==> config.mk <==
export PLATFORM = sky130hd
export DESIGN_NAME = sgpio_evt_unit
export DESIGN_NICKNAME = d
export VERILOG_FILES = /design/src/rtl/sgpio_evt_pkg.sv /design/src/rtl/sgpio_evt_bank_detect.sv /design/src/rtl/sgpio_evt_reg_decode.sv /design/src/rtl/sgpio_evt_irq_tree.sv /design/src/rtl/sgpio_evt_unit.sv
export SDC_FILE = /design/constraint.sdc
export NUM_CORES = 1
export LEC_CHECK = 0
export BUFFER_PORTS_ARGS = -buffer_cell sky130_fd_sc_hd__buf_4
export CORE_MARGIN = 5
export CORE_UTILIZATION = 55
export CTS_CLUSTER_SIZE = 30
export DETAILED_ROUTE_END_ITERATION = 7
export GPL_TIMING_DRIVEN = 0
export PLACE_DENSITY = 0.78
export SYNTH_ARGS = -nofsm -noshare
export SYNTH_HDL_FRONTEND = slang
export SYNTH_SLANG_ARGS = --single-unit
export TNS_END_PERCENT = 20
==> constraint.sdc <==
create_clock -name clk -period 3.2 [get_ports clk]
set_input_delay 0.64 -clock clk [delete_from_list [all_inputs] [get_ports clk]]
set_output_delay 0.64 -clock clk [all_outputs]
set_load 0.01 [all_outputs]
==> src/rtl/sgpio_evt_pkg.sv <==
package sgpio_evt_pkg;
    localparam int PINS_PER_BANK = 8;
    localparam int SEL_W         = 2;
    localparam int CFG_W         = PINS_PER_BANK * SEL_W;
    localparam int ADDR_W        = 6;
    localparam int DATA_W        = 16;

    // Bit 0 of a selector enables rising detection, bit 1 enables falling detection.
    typedef enum logic [SEL_W-1:0] {
        EDGE_OFF  = 2'b00,
        EDGE_RISE = 2'b01,
        EDGE_FALL = 2'b10,
        EDGE_ANY  = 2'b11
    } edge_sel_e;

    localparam logic [1:0] CFG_REGION = 2'b01;  // 0x10..0x1F
    localparam logic [2:0] STS_REGION = 3'b100; // 0x20..0x27
endpackage

==> src/rtl/sgpio_evt_bank_detect.sv <==
module sgpio_evt_bank_detect
    import sgpio_evt_pkg::*;
#(
    parameter int NUM_VALID = PINS_PER_BANK
) (
    input  logic [PINS_PER_BANK-1:0] prev_bits,
    input  logic [PINS_PER_BANK-1:0] cur_bits,
    input  logic [CFG_W-1:0]         sel_word,
    output logic [PINS_PER_BANK-1:0] evt
);
    for (genvar n = 0; n < PINS_PER_BANK; n++) begin : g_pin
        if (n < NUM_VALID) begin : g_in
            logic rise_seen;
            logic fall_seen;
            assign rise_seen = ~prev_bits[n] &  cur_bits[n];
            assign fall_seen =  prev_bits[n] & ~cur_bits[n];
            assign evt[n] = (rise_seen & sel_word[SEL_W*n])
                          | (fall_seen & sel_word[SEL_W*n+1]);
        end else begin : g_out
            assign evt[n] = 1'b0;
        end
    end
endmodule

==> src/rtl/sgpio_evt_reg_decode.sv <==
module sgpio_evt_reg_decode
    import sgpio_evt_pkg::*;
#(
    parameter int NUM_BANKS = 8
) (
    input  logic [ADDR_W-1:0]  addr,
    output logic [NUM_BANKS-1:0] cfg_hit,
    output logic [NUM_BANKS-1:0] sts_hit
);
    always_comb begin
        cfg_hit = '0;
        sts_hit = '0;
        for (int b = 0; b < NUM_BANKS; b++) begin
            if (addr[5:4] == CFG_REGION && !addr[0] && int'(addr[3:1]) == b)
                cfg_hit[b] = 1'b1;
            if (addr[5:3] == STS_REGION && int'(addr[2:0]) == b)
                sts_hit[b] = 1'b1;
        end
    end
endmodule

==> src/rtl/sgpio_evt_irq_tree.sv <==
module sgpio_evt_irq_tree
    import sgpio_evt_pkg::*;
#(
    parameter int NUM_BANKS = 8
) (
    input  logic [NUM_BANKS*PINS_PER_BANK-1:0] sts_bits,
    output logic                               irq
);
    logic [NUM_BANKS-1:0] bank_any;

    for (genvar b = 0; b < NUM_BANKS; b++) begin : g_bank
        assign bank_any[b] = |sts_bits[b*PINS_PER_BANK +: PINS_PER_BANK];
    end

    assign irq = |bank_any;
endmodule

==> src/rtl/sgpio_evt_unit.sv <==
module sgpio_evt_unit
    import sgpio_evt_pkg::*;
#(
    parameter int NUM_BANKS  = 8,
    parameter int NUM_INPUTS = 64
) (
    input  logic                               clk,
    input  logic                               rst_n,
    input  logic                               scan_done,
    input  logic [NUM_BANKS*PINS_PER_BANK-1:0] scan_bits,
    input  logic                               reg_wr_en,
    input  logic [ADDR_W-1:0]                  reg_addr,
    input  logic [DATA_W-1:0]                  reg_wdata,
    output logic [DATA_W-1:0]                  reg_rdata,
    output logic                               irq
);
    localparam int NUM_PINS = NUM_BANKS * PINS_PER_BANK;

    typedef struct packed {
        logic [NUM_BANKS-1:0][CFG_W-1:0]         cfg;
        logic [NUM_BANKS-1:0][PINS_PER_BANK-1:0] sts;
        logic [NUM_PINS-1:0]                     prev;
    } state_t;

    state_t st_d, st_q;

    logic [NUM_BANKS-1:0] cfg_hit;
    logic [NUM_BANKS-1:0] sts_hit;
    logic [NUM_PINS-1:0]  evt_flat;
    logic [NUM_PINS-1:0]  sts_flat;

    sgpio_evt_reg_decode #(.NUM_BANKS(NUM_BANKS)) u_decode (
        .addr    (reg_addr),
        .cfg_hit (cfg_hit),
        .sts_hit (sts_hit)
    );

    for (genvar b = 0; b < NUM_BANKS; b++) begin : g_det
        localparam int BANK_IN =
            (NUM_INPUTS >= (b + 1) * PINS_PER_BANK) ? PINS_PER_BANK :
            (NUM_INPUTS >  b * PINS_PER_BANK)       ? NUM_INPUTS - b * PINS_PER_BANK : 0;
        sgpio_evt_bank_detect #(.NUM_VALID(BANK_IN)) u_det (
            .prev_bits (st_q.prev[b*PINS_PER_BANK +: PINS_PER_BANK]),
            .cur_bits  (scan_bits[b*PINS_PER_BANK +: PINS_PER_BANK]),
            .sel_word  (st_q.cfg[b]),
            .evt       (evt_flat[b*PINS_PER_BANK +: PINS_PER_BANK])
        );
        assign sts_flat[b*PINS_PER_BANK +: PINS_PER_BANK] = st_q.sts[b];
    end

    // Next-state computation
    always_comb begin
        logic [PINS_PER_BANK-1:0] clr_mask;
        logic [PINS_PER_BANK-1:0] set_mask;
        st_d = st_q;
        for (int b = 0; b < NUM_BANKS; b++) begin
            if (reg_wr_en && cfg_hit[b])
                st_d.cfg[b] = reg_wdata;
            clr_mask = (reg_wr_en && sts_hit[b]) ? reg_wdata[PINS_PER_BANK-1:0] : '0;
            set_mask = scan_done ? evt_flat[b*PINS_PER_BANK +: PINS_PER_BANK] : '0;
            // A same-cycle event wins over a clear.
            st_d.sts[b] = (st_q.sts[b] & ~clr_mask) | set_mask;
        end
        if (scan_done)
            st_d.prev = scan_bits;
    end

    always_ff @(posedge clk or negedge rst_n) begin
        if (!rst_n)
            st_q <= '0;
        else
            st_q <= st_d;
    end

    // Read mux
    always_comb begin
        reg_rdata = '0;
        for (int b = 0; b < NUM_BANKS; b++) begin
            if (cfg_hit[b])
                reg_rdata = reg_rdata | st_q.cfg[b];
            if (sts_hit[b])
                reg_rdata = reg_rdata | {{(DATA_W-PINS_PER_BANK){1'b0}}, st_q.sts[b]};
        end
    end

    sgpio_evt_irq_tree #(.NUM_BANKS(NUM_BANKS)) u_irq (
        .sts_bits (sts_flat),
        .irq      (irq)
    );
endmodule

# Word level (Yosys, flattened, before mapping)
# Cells that the tools add are included.
# totals
latchBits	0
regBits	256
romBits	0
n_memories	0
ramBits	0
# classes
shift	0
multipliers	0
magnitude_cmp	0
n_addsub	0
n_mux	48
div_mod_pow	0
n_bitwise	487
eq_ne	16
reduce_logical	37
# ops
op	n
bitwise AND 1 bit	256
2-to-1 mux 16 bit	16
2-to-1 mux 8 bit	16
inverter 1 bit	128
OR 16 x 8 -> 16 bit	8
OR 16 bit	7
bitwise AND 8 bit	8
inverter 8 bit	8
OR 1 bit	64
OR 8 bit	8
OR reduction 64 bit	1
logical AND 1 bit	33
equality test 3 bit, second input constant	9
2-to-1 mux 1 bit	16
equality test 3 x 2 -> 1 bit, second input constant	4
equality test 3 x 1 -> 1 bit, second input constant	2
zero test 3 bit	2
equality test 2 x 1 -> 1 bit, second input constant	1
zero test 1 bit	1

# Longest topological paths before layout
# Gate-level depths: netlist of the first run.
# depth
word_depth	35
depth_mapped	7
mapped_depth_nobuf	5

# Modules after synthesis
# Synthesis of the first run repeated with hierarchy kept, for this count alone.
# hier_totals
hier_cells	1010
hier_area_um2	12396.9
# modules_own_cells
module	cells_each	seq_area_each_um2	n_inst	area_per_inst_um2
sgpio_evt_unit	767	6406.1	1	10784.1
sgpio_evt_bank_detect	24	0.0	8	160.2
sgpio_evt_reg_decode	30	0.0	1	192.7
sgpio_evt_irq_tree	21	0.0	1	138.9

# Worst setup path after synthesis of the first run
# OpenSTA, ideal clock, no wires.
# synth_timing
kind	input to output
start	input reg_addr[3]
end	output reg_rdata[1]
setup_slack_ns	0.388
arrival_time_ns	2.172
cell_stages	7
cell_sequence	or4b_1 -> buf_6 -> nor3_4 -> buf_6 -> a22oi_1 -> and4_1 -> nand4_1
# synth_via
elab_chain_cells	34
# synth_rtl
item	line_no	text
from (decl)	sgpio_evt_unit.sv:12	input logic [ADDR_W-1:0] reg_addr,
zero test 3 bit	sgpio_evt_reg_decode.sv:14	if (addr[5:4] == CFG_REGION && !addr[0] && int'(addr[3:1]) == b)
logical AND 1 bit	sgpio_evt_reg_decode.sv:14	
2-to-1 mux 1 bit	sgpio_evt_reg_decode.sv:14	
2-to-1 mux 16 bit	sgpio_evt_unit.sv:79	if (cfg_hit[b])
OR 16 x 8 -> 16 bit	sgpio_evt_unit.sv:82	reg_rdata = reg_rdata | {{(DATA_W-PINS_PER_BANK){1'b0}}, st_q.sts[b]};
2-to-1 mux 16 bit	sgpio_evt_unit.sv:81	if (sts_hit[b])
OR 16 bit	sgpio_evt_unit.sv:80	reg_rdata = reg_rdata | st_q.cfg[b];
2-to-1 mux 16 bit	sgpio_evt_unit.sv:79	
[18 not listed]	-	
OR 16 bit	sgpio_evt_unit.sv:80	
2-to-1 mux 16 bit	sgpio_evt_unit.sv:79	
OR 16 x 8 -> 16 bit	sgpio_evt_unit.sv:82	
2-to-1 mux 16 bit	sgpio_evt_unit.sv:81	
OR 16 bit	sgpio_evt_unit.sv:80	
2-to-1 mux 16 bit	sgpio_evt_unit.sv:79	
OR 16 x 8 -> 16 bit	sgpio_evt_unit.sv:82	
2-to-1 mux 16 bit (*)	sgpio_evt_unit.sv:81	
to (decl)	sgpio_evt_unit.sv:14	output logic [DATA_W-1:0] reg_rdata,
# Mark *: on every way between the ends. The rest lies on a longest branch, timed or not.

# Worst setup path in the final report of the first run
# layout_timing
start	input reg_addr[1]
end	output reg_rdata[2]
# The elaborated chain is that of the path after synthesis.

==> results of run 1 <==
==> through the flow <==
| step | hold slack, ns | setup TNS [ns] |
|---|---|---|
| detailed placement | 0.5149 | -4.545 |
| CTS | 0.3391 | -0.007235 |
| finish | 0.3485 | -0.03129 |
| floorplan | 0.3444 | 0 |
| global placement | 0.5070 | -153.43 |
| global route | 0.3483 | -0.1149 |
==> layout make-up <==
class	count	share of cell area (%)
flip-flops and latches	256	44.79
inverters	1	0.02625
clock buffers	38	5.381
repair buffers	113	6.369
well taps	280	2.450
plain buffers	52	1.899
multi-input cells	711	38.08
clock inverters	13	1.006
==> synthesized netlist by cell type (2+ instances only) <==
cell	n	area, sq um
nor3_4	2	32.53
o21ai_0	53	265.3
nand4bb_1	2	22.52
nand3_1	4	20.02
or4b_1	2	20.02
nor2_2	4	25.02
a22o_1	69	604.3
nand2_2	3	18.77
and3_1	2	12.51
clkbuf_1	32	120.1
a221oi_1	2	17.52
mux2_4	10	150.1
buf_6	3	33.78
nand4_1	14	87.58
a22oi_1	73	548.0
mux2i_1	6	60.06
buf_2	17	85.08
nor2_4	3	33.78
or4_1	6	45.04
a222oi_1	5	50.05
nand2b_1	2	12.51
nand2_1	161	604.3
mux2_2	182	2049
dfrtp_1	256	6406
o22ai_1	14	87.58
nor4_1	16	100.1
and2_1	8	50.05
nand3b_1	50	375.4
nor3_1	2	10.01
nor2_1	9	33.78
==> worst reg2reg max path, delay by kind of cell (launching register included) <==
kind / cells / cell delay, ns
AO/OA/AOI/OAI: 2 / 0.58
flip-flops: 1 / 0.38
AND/OR/NAND/NOR: 1 / 0.06
==> layout by cell type, fill, tap and decap left out, types with 7 or more instances in the layout <==
master / netlist / routed
a22o_1: 69 / 69
a22oi_1: 73 / 73
and2_1: 8 / 8
buf_2: 17 / 13
buf_4: 1 / 111
clkbuf_1: 32 / 34
clkbuf_16: 0 / 29
clkinv_2: 0 / 9
dfrtp_1: 256 / 256
mux2_2: 182 / 182
mux2_4: 10 / 10
nand2_1: 161 / 161
nand3b_1: 50 / 50
nand4_1: 14 / 14
nor2_4: 3 / 7
nor4_1: 16 / 16
o21ai_0: 53 / 53
o22ai_1: 14 / 14
==> cells by family after synthesis <==
logic type | after synthesis
and+or+nand+nor | 294
DFF | 256
AOI/OAI and AO/OA | 218
muxes | 199
buffers and inverters | 54
==> worst max path at each step <==
stage                                      end  slack [ns]  cells past startpoint
final                             reg_rdata[2]       -0.02                      9
after global routing              reg_rdata[7]       -0.05                      8
after CTS                         reg_rdata[6]      -0.007                      9
after detailed placement          reg_rdata[2]       -0.53                      9
after global placement    st_q[62]$_DFFE_PN0P_       -0.61                      1
after floorplan                   reg_rdata[1]        0.39                      7
==> repair_timing <==
item	CTS	global route
buffers inserted	2	4
hold buffers	1	0
endpoints found under the hold margin	18	0
setup endpoints to repair	16	9
pin swaps	3	3
gates resized for setup	14	12
==> power groups by stage <==
stage          Clock, W  Sequential, W  Combinational, W
6_report        0.00322        0.00467           0.00121
5_1_grt         0.00339        0.00470           0.00131
4_1_cts         0.00325        0.00462           0.00120
3_5_place_dp          0        0.00467           0.00119
3_3_place_gp          0        0.00465           0.00113
2_1_floorplan         0        0.00432          0.000804
==> layer usage <==
layer / share of wire (%) / track usage (%) / wire [um]
met1: 39 / 41.03 / 15030
met2: 46 / 48.46 / 17490
met3: 9.1 / 6.233 / 3488
met4: 5.7 / 14.91 / 2165
met5: 0 / 0 / 0
==> results_dict.tcl, run 1 <==
set metrics [dict create \
    cts_tree "built" \
    synth_top_family_by_area "multiplexers" \
    syn_nets 1111 \
    drtAntennaViolNets 0 \
    critPathSlowestCell "a222oi_1" \
    cts_buffer_depth 3 \
    critical_path.top_delay_family "simple AND/OR/NAND/NOR gates" \
    hold_class "primary input to register" \
    worstPathMaxFanout 10 \
    worst_slew_pin_slew_ns 1.089 \
    synth_edf_count 0 \
    grt_overflow 0 \
    path_clk_slew_ns 0.06 \
    synth-compound-area-share_pct 13.15 \
    fp.dieH_um 158.0 \
    cts.sinks 256 \
    outcome "finished with violations" \
    hold_path_end "st_q[1]$_DFFE_PN0P_" \
    hpwl_um 27690 \
    drt_iter0_drc 920 \
    post-place-ws_ns -0.5336 \
    clock.fmax_mhz 310.7 \
    slew_viol_final 0 \
    hold_viol_final 0 \
    antenna_found_initial 0 \
    multi_input_area_sq_um 5445 \
    synthXorXnorAreaFrac_pct 0 \
    synth.distinct_cells 39 \
    utilization_pct 65.94 \
    antennaDiodeCount 0 \
    post-route-min-period_ns 3.218 \
    path_common_cell "buf_4" \
    rr_worst_depth 3 \
    async_flop_share_pct 100.0 \
    setup_ws_ns -0.01816 \
    rows 54 \
    seq_power_share_pct 51.3 \
    rsz0062_at_grt "true" \
    power_leakage_nw 6.380 \
    cts_max_level 1 \
    area_growth_pct 18.65 \
    cp-end-kind "primary output" \
    top_regs "st_q x256" \
    numCtsBuffers 28 \
    synth.yosys.seq_area_share_pct 53.15 \
    peakVddDrop_mv 0.4851 \
    fp.dieW_um 158.0 \
    startpoint_type "primary input" \
    clock_skew_ns 0.005321 \
    setup_viol 2 \
    yosys_warnings 0 \
    vias 9587 \
    design_area_sq_um 14300 \
    synthSimpleGateAreaFrac_pct 12.78 \
    hold_path_depth 2 \
    min_from "scan_bits[1]" \
    final.fill_count 1678 \
    p_switching_w 0.002592 \
    top_register "st_q" \
    grtUsageTotal_pct 30.75 \
    regToRegSetupSlack_ns 2.13 \
    fp.coreArea_sq_um 21690 \
    ys_ff_latch 256 \
    violations "setup timing" \
    place_area_sq_um 13250 \
    vias_per_cell 6.548 \
    slowest_delay_ns 0.39 \
    layoutNonFillerInstCount 1464 \
    drv_cap 0 \
    port-buffer-count 104 \
    crit_start "reg_addr[1]" \
    drive_above_1_share_pct 33.19 \
    powerDensity_nw_per_um2 636.8 \
    synthMuxAreaShare_pct 18.84 \
    internal_power_w 0.006515 \
    ys.flop_type "dfrtp_1" \
    gp_congestion 0.9806 \
    largest_reg_flops 256 \
    timing.rr.start "st_q[186]$_DFFE_PN0P_" \
    regArea_sq_um 6406 \
    total_power_w 0.009107 \
    root_buffer "clkbuf_16" \
    path_class "primary input to primary output" \
    worst-endpoint-arrival_ns 2.58 \
    critPathRequiredTime_ns 2.56 \
    wire_per_inst_um 26.08 \
    clock_latency_ns 0.54 \
    synthAdderAreaFrac_pct 0 \
    fin_crit_sh_pct 100.6 \
    grt_pass1_vias 9713 \
    worst_r2r_endpoint "st_q[93]$_DFF_PN0_" \
    crit_chain "buf_4, buf_4, nand2_1, nor2_4, clkbuf_4, a222oi_1, and3_1, nand3_1, buf_4" \
    path_buf_inv 4 \
    initial_core_util_pct 55.57 \
    grt_max_degree 127 \
    drt_first_pass_iters 5 \
    final_nets 1253 \
    clkPwrFrac_pct 35.4 \
    post-route-drc-count 0 \
    max_slew_margin_pct 27.43 \
    synthCells 1021 \
    swShare_pct 28.46 \
    placedCellCount 1407 \
    ioPinCount 107 \
    drt-total-wl_um 38170 \
    pwr-share-comb_pct 13.3 \
    dieArea_sq_um 24980 \
    syn_avg_cell_area_sq_um 11.80 \
    syn-cell-area_sq_um 12050 \
    grt_pass1_wl_um 57590 \
]
Power figures use the tool's default switching activity.
==> inputs of run 2 (changes only) <==
--- a/constraint.sdc
+++ b/constraint.sdc
@@ -3,2 +3,2 @@
 set_output_delay 0.64 -clock clk [all_outputs]
-set_load 0.01 [all_outputs]
+set_load 0.05 [all_outputs]
==> results_dict.tcl, run 2 (same netlist as run 1, synthesis figures left out) <==
set metrics [dict create \
    outcome "finished with violations" \
    violations "setup timing" \
    worst-endpoint-arrival_ns 2.57 \
    final.fill_count 1670 \
    drt-total-wl_um 38140 \
    startpoint_type "primary input" \
    grt_overflow 0 \
    numCtsBuffers 28 \
    path_class "primary input to primary output" \
    wire_per_inst_um 26.00 \
    hpwl_um 27690 \
    power_leakage_nw 6.411 \
    cp-end-kind "primary output" \
    post-route-drc-count 0 \
    fp.dieW_um 158.0 \
    drv_cap 0 \
    fp.dieH_um 158.0 \
    vias 9541 \
    hold_class "primary input to register" \
    slowest_delay_ns 0.53 \
    critPathRequiredTime_ns 2.56 \
    final_nets 1256 \
    placedCellCount 1407 \
    clock_skew_ns 0.007679 \
    setup_viol 2 \
    max_slew_margin_pct 28.11 \
    grt_pass1_vias 9753 \
    cts.sinks 256 \
    rr_worst_depth 3 \
    dieArea_sq_um 24980 \
    critPathSlowestCell "or4b_1" \
    drtAntennaViolNets 0 \
    regToRegSetupSlack_ns 2.13 \
    slew_viol_final 0 \
    layoutNonFillerInstCount 1467 \
    top_register "st_q" \
    final_cell_mix "256 x dfrtp_1, 182 x mux2_2, 160 x nand2_1, 109 x buf_4, 72 x a22oi_1" \
    layout_commonest_cell "dfrtp_1" \
    rsz0062_at_grt "true" \
    cts_buffer_depth 3 \
    largest_reg_flops 256 \
    post-place-ws_ns -0.6111 \
    worst_r2r_endpoint "st_q[93]$_DFF_PN0_" \
    port-buffer-count 104 \
    ioPinCount 107 \
    clock_latency_ns 0.54 \
    antennaDiodeCount 0 \
    fin_crit_sh_pct 100.3 \
    grt_pass1_wl_um 57820 \
    grtUsageTotal_pct 30.84 \
    peakVddDrop_mv 0.4832 \
    setup_ws_ns -0.008528 \
    post-route-min-period_ns 3.209 \
    worst_slew_pin_slew_ns 1.078 \
    drt_first_pass_iters 5 \
    powerDensity_nw_per_um2 636.5 \
    worstPathMaxFanout 10 \
    endpoint "reg_rdata[2]" \
    rows 54 \
    drive_above_1_share_pct 33.87 \
    clock.fmax_mhz 311.7 \
    drt_iter0_drc 1013 \
    timing.rr.start "st_q[186]$_DFFE_PN0P_" \
    area_growth_pct 19.46 \
    initial_core_util_pct 55.57 \
    fp.coreArea_sq_um 21690 \
    cts_tree "built" \
    crit_start "reg_addr[3]" \
    path_clk_slew_ns 0.06 \
    root_buffer "clkbuf_16" \
    grt_max_degree 127 \
    hold_viol_final 0 \
    top_regs "st_q x256" \
    crit_chain "buf_4, or4b_1, buf_6, nor2_4, buf_6, a22oi_1, and3_1, nand3_1, buf_4" \
    antenna_found_initial 0 \
    vias_per_cell 6.504 \
    cts_max_level 1 \
    gp_congestion 0.9806 \
]
run 2: per-layer routing:
metal	global-route usage (%)	vias up	share of wire (%)
li1	-	4119	-
met3	6.752	117	9.1
met4	14.66	0	5.4
met2	48.82	528	46
met5	0	-	0
met1	40.74	4777	39
run 2: report_power, final:
part	internal [W]	leakage (nW)	total (W)	switching, W
clock	0.00192	0.456	0.00323	0.00130
combinational	0.000703	2.81	0.00127	0.000566
sequential	0.00390	3.15	0.00467	0.000774
total	0.00652	6.41	0.00917	0.00264
run 2: critical path, delay by kind of cell:
family / cells / cell delay, ns
and+or+nand+nor: 4 / 1.08
AOI/OAI and AO/OA: 1 / 0.11
buffers and inverters: 4 / 0.73
run 2: metrics by stage:
| stage | TNS [ns] | hold WS [ns] | power [W] | cell area [sq um] | utilization, % |
|---|---|---|---|---|---|
| 6_report | -0.01246 | 0.3514 | 0.009166 | 14400 | 66.39 |
| 3_3_place_gp | -154.68 | 0.5070 | 0.005822 | 13180 | 60.79 |
| 3_5_place_dp | -5.789 | 0.5149 | 0.005904 | 13250 | 61.08 |
| 4_1_cts | -0.08770 | 0.3391 | 0.009125 | 14300 | 65.95 |
| 5_1_grt | -0.07778 | 0.3483 | 0.009466 | 14400 | 66.39 |
| 2_1_floorplan | 0 | 0.3444 | 0.005172 | 12050 | - |
run 2: final cells by class:
type / count / area (sq um) / share of cell area, %
inverters: 1 / 3.754 / 0.02607
clock buffers: 38 / 769.5 / 5.344
well taps: 280 / 350.3 / 2.433
multi-input cells: 711 / 5480 / 38.06
repair buffers: 117 / 972.2 / 6.752
plain buffers: 51 / 272.8 / 1.894
clock inverters: 13 / 143.9 / 0.9993
flip-flops and latches: 256 / 6406 / 44.49
run 2: worst min path at each step:
stage | from | end | slack (ns) | cells past startpoint
floorplan | rst_n | st_q[0]$_DFFE_PN0P_ | 0.34 | 0
global placement | st_q[29]$_DFFE_PN0P_ | st_q[29]$_DFFE_PN0P_ | 0.51 | 1
detailed placement | st_q[62]$_DFFE_PN0P_ | st_q[62]$_DFFE_PN0P_ | 0.51 | 1
CTS | scan_bits[1] | st_q[1]$_DFFE_PN0P_ | 0.34 | 2
global route | scan_bits[16] | st_q[16]$_DFFE_PN0P_ | 0.35 | 2
finish | scan_bits[1] | st_q[1]$_DFFE_PN0P_ | 0.35 | 2
run 2: timing repair:
item | CTS | global route
pin swaps | 5 | 6
endpoints found under the hold margin | 18 | 0
endpoints found under the setup margin | 16 | 16
hold buffers | 1 | 0
gates resized for setup | 26 | 12
buffers inserted | 5 | 5
==> inputs of run 3 (changes only) <==
- CTS_BUF_LIST: unset -> sky130_fd_sc_hd__clkbuf_16
- SLEW_MARGIN: unset -> 20
==> results_dict.tcl, run 3 (same netlist as run 1, synthesis figures left out) <==
set metrics [dict create \
    worstPathMaxFanout 5 \
    port-buffer-count 104 \
    drt-total-wl_um 37950 \
    cts_buffer_depth 3 \
    multi_input_area_sq_um 5474 \
    peakVddDrop_mv 0.4526 \
    initial_core_util_pct 55.57 \
    place_area_sq_um 13250 \
    area_growth_pct 18.52 \
    cts_max_level 1 \
    root_buffer "clkbuf_16" \
    timing.rr.start "st_q[186]$_DFFE_PN0P_" \
    ioPinCount 107 \
    setup_viol 0 \
    swShare_pct 29.92 \
    design_area_sq_um 14290 \
    vias 9637 \
    post-route-min-period_ns 3.195 \
    drv_cap 0 \
    critPathSlowestCell "a222oi_1" \
    drtAntennaViolNets 0 \
    worst-endpoint-arrival_ns 2.55 \
    drive_above_1_share_pct 33.25 \
    drt_first_pass_iters 6 \
    clkPwrFrac_pct 32.8 \
    grtUsageTotal_pct 30.51 \
    fp.coreArea_sq_um 21690 \
    hpwl_um 27760 \
    grt_overflow 0 \
    wire_per_inst_um 25.85 \
    fp.dieH_um 158.0 \
    largest_reg_flops 256 \
    layout_commonest_cell "dfrtp_1" \
    dieArea_sq_um 24980 \
    seq_power_share_pct 52.9 \
    vias_per_cell 6.565 \
    top_usage_layer "met2" \
    grt_pass1_vias 9639 \
    regArea_sq_um 6406 \
    clock_skew_ns 0.01349 \
    top_register "st_q" \
    slew_viol_final 0 \
    fp.dieW_um 158.0 \
    slowest_delay_ns 0.47 \
    antennaDiodeCount 0 \
    max_slew_margin_pct 26.24 \
    final.fill_count 1663 \
    clock_latency_ns 0.55 \
    grt_use_met1_pct 41.95 \
    path_class "primary input to primary output" \
    fin_crit_sh_pct 99.84 \
    cp-end-kind "primary output" \
    gp_congestion 0.9806 \
    clock.fmax_mhz 313.0 \
    whs_ns 0.1293 \
    drt_iter0_drc 985 \
    crit_start "reg_addr[4]" \
    use_met2_pct 48.68 \
    crit_chain "buf_4, or4b_1, buf_6, nor3_4, buf_4, a222oi_1, nand3_1, or4_4, buf_6" \
    powerDensity_nw_per_um2 617.4 \
    pwr-share-comb_pct 14.3 \
    grtUsageMet3_pct 4.784 \
    outcome "complete, no violations" \
    regToRegSetupSlack_ns 2.13 \
    hold_class "primary input to async pin" \
    final_cell_mix "256 x dfrtp_1, 182 x mux2_2, 160 x nand2_1, 111 x buf_4, 72 x a22oi_1" \
    numCtsBuffers 28 \
    p_switching_w 0.002639 \
    cts_tree "built" \
    critPathRequiredTime_ns 2.56 \
    hold_viol_final 0 \
    internal_power_w 0.006181 \
    cts.sinks 256 \
    power_leakage_nw 6.392 \
    final_nets 1257 \
    rows 54 \
    path_clk_slew_ns 0.05 \
    post-route-drc-count 0 \
    grt_pass1_wl_um 57350 \
    tns_ns 0 \
    startpoint_type "primary input" \
    worst_slew_pin_slew_ns 1.106 \
    antenna_found_initial 0 \
    top_regs "st_q x256" \
    grt_max_degree 101 \
]
## run 3: cell count changes in the layout (fill, tap and decap cells not counted), moves of 2 or more
cell and delta:
inv_1 +10, bufinv_16 -3, clkinv_2 -5, buf_4 +2, clkbuf_1 -8, clkinv_1 +6, clkbuf_2 +2
## run 3: routing by layer
layer	share of wire (%)	wire length (um)
met3	9.2	3501
met1	39	14900
met2	46	17590
met5	0	0
met4	5.2	1960
## run 3: worst paths after layout
kind                                              to  depth (start not counted)
worst max-delay path                    reg_rdata[3]                          9
worst min-delay path             st_q[9]$_DFFE_PN0P_                          1
worst max register to register    st_q[93]$_DFF_PN0_                          3
worst min register to register   st_q[7]$_DFFE_PN0P_                          1
max in group asynchronous         st_q[86]$_DFF_PN0_                          2
min in group clk                st_q[60]$_DFFE_PN0P_                          2
## run 3: per-stage QoR
step                power [W]  std cells  setup WS, ns  utilization (%)
CTS                  0.008777       1460      -0.09602            65.11
floorplan            0.005172       1021        0.1291                -
global placement     0.005822       1405       -0.6657            60.79
finish               0.008819       1468      0.005272            65.86
detailed placement   0.005907       1407       -0.6159            61.08
global route         0.009110       1468      -0.01518            65.86
## run 3: worst max-delay path, delay by kind of cell
kind / cells / cell delay (ns)
AOI/OAI and AO/OA: 1 / 0.47
buffers and inverters: 4 / 0.61
and+or+nand+nor: 4 / 0.82
## run 3: cell type report
cell class | count | share of cell area [%]
sequential | 256 | 44.85
multi-input combinational | 711 | 38.32
timing repair buffer | 117 | 6.736
clock buffer | 28 | 4.905
tap | 280 | 2.452
buffer | 52 | 1.927
clock inverter | 23 | 0.7883
inverter | 1 | 0.02628
## run 3: power groups by stage
stage / registers [W] / clock network, W / logic [W]
2_1_floorplan: 0.00432 / 0 / 0.000851
3_3_place_gp: 0.00465 / 0 / 0.00117
3_5_place_dp: 0.00467 / 0 / 0.00124
4_1_cts: 0.00462 / 0.00291 / 0.00125
5_1_grt: 0.00470 / 0.00304 / 0.00137
6_report: 0.00466 / 0.00289 / 0.00126
## run 3: timing repair
action | CTS | global route
resized for setup | 16 | 22
pin swaps | 2 | 8
hold buffers | 0 | 0
cloned | 0 | 0
setup endpoints to repair | 16 | 15
endpoints found under the hold margin | 0 | 0
buffers inserted | 2 | 9
